<file path="config.mk">
export PLATFORM = sky130hd
export DESIGN_NAME = ucode_seq
export DESIGN_NICKNAME = d
export VERILOG_FILES = /design/src/rtl/ucode_seq.sv
export SDC_FILE = /design/constraint.sdc
export NUM_CORES = 1
export LEC_CHECK = 0
export CAP_MARGIN = 20
export CORE_ASPECT_RATIO = 0.7
export CORE_MARGIN = 4
export CORE_UTILIZATION = 49
export DETAILED_ROUTE_END_ITERATION = 6
export GPL_ROUTABILITY_DRIVEN = 0
export GPL_TIMING_DRIVEN = 0
export PLACE_DENSITY = 0.91
export SYNTH_ARGS = -nofsm -noshare
export SYNTH_HDL_FRONTEND = slang
export SYNTH_SLANG_ARGS = --single-unit
</file>
<file path="constraint.sdc">
create_clock -name clk -period 4.3 [get_ports clk]
set_clock_uncertainty 0.2 [all_clocks]
set_input_delay 1.075 -clock clk [delete_from_list [all_inputs] [get_ports clk]]
set_output_delay 1.075 -clock clk [all_outputs]
set_load 0.05 [all_outputs]
</file>
<file path="src/rtl/ucode_seq.sv">
module ucode_seq #(
  parameter int ADDR_W    = 6,
  parameter int SAVE_BASE = 0,
  parameter int REST_BASE = 24,
  parameter int STEP_BASE = 40,
  parameter int STEP_LEN  = 5
) (
  input  logic              clk,
  input  logic              rst_n,
  input  logic              start_i,
  input  logic [ADDR_W-1:0] entry_i,
  output logic              busy_o,
  output logic              uop_valid_o,
  output logic [15:0]       uop_o,
  output logic              uop_last_o,
  input  logic              uop_ready_i
);
  localparam int SAVE_LEN = 18;
  localparam int REST_LEN = 9;

  logic [ADDR_W-1:0] upc;
  logic              busy;
  logic [16:0]       word;

  function automatic logic [16:0] table_word(input logic [ADDR_W-1:0] a);
    int k;
    int j;
    logic [16:0] w;
    w = {1'b1, 16'h0000};
    k = int'(a) - SAVE_BASE;
    if (k >= 0 && k < SAVE_LEN) begin
      j = (k - 1) / 2;
      if (k == 0)                w = {1'b0, 4'h1, 4'h4, 8'h00};
      else if (k == SAVE_LEN-1)  w = {1'b1, 4'h2, 4'h4, 8'h20};
      else if (k % 2 == 1)       w = {1'b0, 4'h4, 4'(j), 8'(4 * (j + 1))};
      else                       w = {1'b0, 4'h3, 4'(j), 8'h00};
    end
    k = int'(a) - REST_BASE;
    if (k >= 0 && k < REST_LEN) begin
      if (k == REST_LEN-1) w = {1'b1, 4'h2, 4'h4, 8'hE0};
      else                 w = {1'b0, 4'h5, 4'(7 - k), 8'(4 * k)};
    end
    k = int'(a) - STEP_BASE;
    if (k >= 0 && k < STEP_LEN)
      w = {k == STEP_LEN-1, 4'h6, 4'(k), 8'(k)};
    return w;
  endfunction

  wire accept  = start_i && !busy;
  wire advance = busy && uop_ready_i;

  assign word        = table_word(upc);
  assign busy_o      = busy;
  assign uop_valid_o = busy;
  assign uop_o       = word[15:0];
  assign uop_last_o  = word[16];

  always_ff @(posedge clk) begin
    if (!rst_n) begin
      busy <= 1'b0;
      upc  <= '0;
    end else if (accept) begin
      busy <= 1'b1;
      upc  <= entry_i;
    end else if (advance) begin
      if (word[16]) busy <= 1'b0;
      else          upc  <= upc + 1'b1;
    end
  end

  a_r2_start_loads: assert property (@(posedge clk) disable iff (!rst_n)
    (start_i && !busy_o) |=> (busy_o && upc == $past(entry_i)));
  a_r5_step: assert property (@(posedge clk) disable iff (!rst_n)
    (uop_valid_o && uop_ready_i && !uop_last_o) |=> (busy_o && upc == $past(upc) + 1'b1));
  a_r6_stall_hold: assert property (@(posedge clk) disable iff (!rst_n)
    (uop_valid_o && !uop_ready_i) |=> (uop_valid_o && $stable(uop_o) && $stable(upc) && $stable(uop_last_o)));
  a_r7_end_idle: assert property (@(posedge clk) disable iff (!rst_n)
    (uop_valid_o && uop_ready_i && uop_last_o) |=> (!busy_o && !uop_valid_o));
  a_r8_start_ignored: assert property (@(posedge clk) disable iff (!rst_n)
    (start_i && busy_o && !uop_ready_i) |=> $stable(upc));
endmodule

</file>
==> flow_summary_export.csv <==
group,metric,value,unit
clock_tree,h-tree-depth,1,
status,status,"completed",
worst_setup_path,cp_top_family,"buffers and inverters",
synthesis,async_flop_share,0,
synthesis,ys_warn_count,0,
sta,grt_setup_unrepaired,"true",
worst_setup_path,worstPathMaxFanout,10,
place,place.detailed.instances,223,
sta,drv_slew,0,
cells_and_area,fin_nets,224,
sta,setup_viol,0,
synthesis,yosys-top-cells-count,"a21oi_1, nor2_1, nand2_1",
floorplan,die_h,48.8,um
synthesis,ys.flop_type,"dfxtp_1",
synthesis,yosys.area.top_type,"ha_1",
flow_run,drv_cap,0,
worst_setup_path,worstPathCellList,"buf_6, clkinvlp_4, ha_4, nand2_2, nor4_2, ha_2, nor3b_2, o32ai_2, xnor2_1, buf_4, xnor2_2, a21oi_2, o22ai_2, buf_6",
worst_setup_path,crit_type,"flop to primary output",
power,total_power,0.638,mW
synthesis,synth_area,1160,um2
sta,fin_crit,4.24,ns
sta,relSlewSlack,0.524,
clock_tree,numClockSinks,7,
floorplan,core-area,2210,um2
global_routing,grt_pass1_wl,6460,um
floorplan,die-area,3230,um2
global_routing,grt_max_degree,11,
floorplan,num_io_pins,29,
sta,setup_slack,0.0564,ns
worst_setup_path,crit_slowest_cell,"dfxtp_1",
worst_setup_path,worst_path_most_repeated_cell,"buf_6",
cells_and_area,final_cells,233,
synthesis,synth_edf_count,0,
place,port_buffers,27,
clock_tree,numCtsBuffers,3,
synthesis,yosys.area.top_type_share,0.129,
route,drtIter0Drc,138,
min_path,hold_path.class,"flop to flop",
route,routed_via_density,6.33,
route,drc_errors,0,
power,irDropWorstVdd,0.240,mV
route,dr.pass1.iters,5,
worst_setup_path,max_stage_delay,0.38,ns
place,dp_hpwl,2920,um
clock_tree,cts_buffer_depth,2,
synthesis,syn_inst,164,
synthesis,syn_nets,186,
route,wl,4580,um
floorplan,fp.dieW,66.2,um
synthesis,syn_area_per_cell,7.10,um2
clock_tree,clkTransAtPathRegs,0.06,ns
global_routing,grt_pass1_vias,1370,
synthesis,synth_seq_area_share,0.120,
clock_tree,cts_tree,"yes",
synthesis,synthDistinctLibCells,47,
route,dr_total_vias,1475,
sta,fmax,236,MHz
sta,hold_violations,0,
worst_setup_path,endpoint_kind,"primary output",
worst_setup_path,cp.buffers_inverters,4,
route,wl_per_cell,19.6,um
cells_and_area,drive_above_1_share,0.343,
place,pre_cts_ws,-1.16,ns
floorplan,row_count,14,
global_routing,grt_antenna_before_repair,0,
synthesis,ys_ff_latch,7,
cells_and_area,fillers,151,
synthesis,ys_top_cells_by_area,"ha_1, dfxtp_1, xnor2_1",
floorplan,initial_utilization,0.527,
clock_tree,cts-root-buf,"clkbuf_4",
worst_setup_path,start_kind,"flop",
global_routing,grt_usage,0.253,
power,leakagePower,0.680,nW
worst_setup_path,required,3.02,ns
clock_tree,cts_hold_buffers,0,
place,postPlaceCellArea,1500,um2
cells_and_area,finalInstanceArea,1720,um2
cells_and_area,area_delta_synth_final,48.1,%
sta,worst_pin_slew,0.713,ns
global_routing,grt.overflow.total,0,
route,detail-route-antenna-nets,0,
cells_and_area,diodes,0,
worst_setup_path,arrival,2.97,ns
power,power_density,370,nW/um2
clock_tree,insertion_delay,0.27,ns
cells_and_area,postLayoutCoreUtil,0.781,
sta,period_share,0.987,
[path summary, 6_finish.rpt]
| check | from | cells past startpoint | slack (ns) | endpoint |
|---|---|---|---|---|
| setup / recovery | upc[1] | 14 | 0.06 | uop_o[5] |
| hold / removal | busy_o | 1 | 0.36 | busy_o |
| setup reg to reg | upc[3] | 9 | 1.16 | upc[1] |
| hold reg to reg | busy_o | 1 | 0.36 | busy_o |
[worst reg2reg max path, stage by stage, from the launching register on]
cell and delay, ns:
dfxtp_2 0.43, clkbuf_4 0.28, inv_1 0.17, ha_1 0.24, nand3b_1 0.30, or3_4 0.53, a311oi_4 0.46, nor2_1 0.11
a21oi_1 0.17, a21oi_1 0.11
[cells by family (layout without fill, tap and decap cells)]
group | Yosys count | in the layout | share of synthesized area
fa+ha+maj | 12 | 12 | 0.129
compound gates | 51 | 51 | 0.297
other cells | 1 | 1 | 0.00322
simple gates | 63 | 63 | 0.274
flops | 7 | 7 | 0.120
xor+xnor | 15 | 15 | 0.113
buf+inv | 15 | 52 | 0.0634
[cells in the final DEF (no fill, tap or decap), drive strengths merged, types with 3 or more instances in the layout]
cell	netlist	layout
dfxtp	7	7
clkbuf	5	10
o21ai	10	10
ha	12	12
nand2	16	16
nand3	6	6
xor2	5	5
nor4	3	3
clkdlybuf4s15	0	5
nor2	17	17
buf	5	18
inv	4	3
a21oi	17	17
o21bai	4	4
o22ai	3	3
nand2b	4	4
nor3	6	6
xnor2	10	10
clkdlybuf4s50	0	11
[through the flow]
step / TNS [ns] / hold WS (ns)
after CTS: -0.0279 / 0.342
after floorplan: -0.119 / 0.491
after global routing: -0.328 / 0.400
after global placement: -8.57 / 0.302
after detailed placement: -9.98 / 0.330
final: 0 / 0.359
[flip-flops by register name (all words and copies together) (netlist names)]
| register | cells |
|---|---|
| busy_o | 1 |
| upc | 6 |
[routing by layer]
layer	global-route usage	vias up	wire length, um
met5	0	-	0
met1	0.340	688	1840
li1	-	671	-
met3	0.0645	23	457
met4	0.0912	0	156
met2	0.387	93	2130
[power breakdown]
group          internal (mW)  leakage [nW]  switching (mW)
registers             0.0712        0.0591          0.0116
clock network         0.0344        0.0177          0.0309
logic                  0.185         0.603           0.305
[area by class of cell]
cell class              count  area, um2  share of cell area
repair buffers             34        309               0.179
inverters                   5       26.3              0.0153
multi-input cells         142       1110               0.643
well taps                  32       40.0              0.0232
plain buffers               9       66.3              0.0385
flip-flops and latches      7        145              0.0842
clock inverters             1       5.00             0.00290
clock buffers               3       22.5              0.0131
[what timing repair did]
item / 4_1_cts / 5_1_grt
gates resized for setup: 75 / 31
endpoints found under the setup margin: 16 / 15
setup buffers: 1 / 6
pin swaps: 3 / 4
Note: power is estimated with default switching activity, not from simulation.
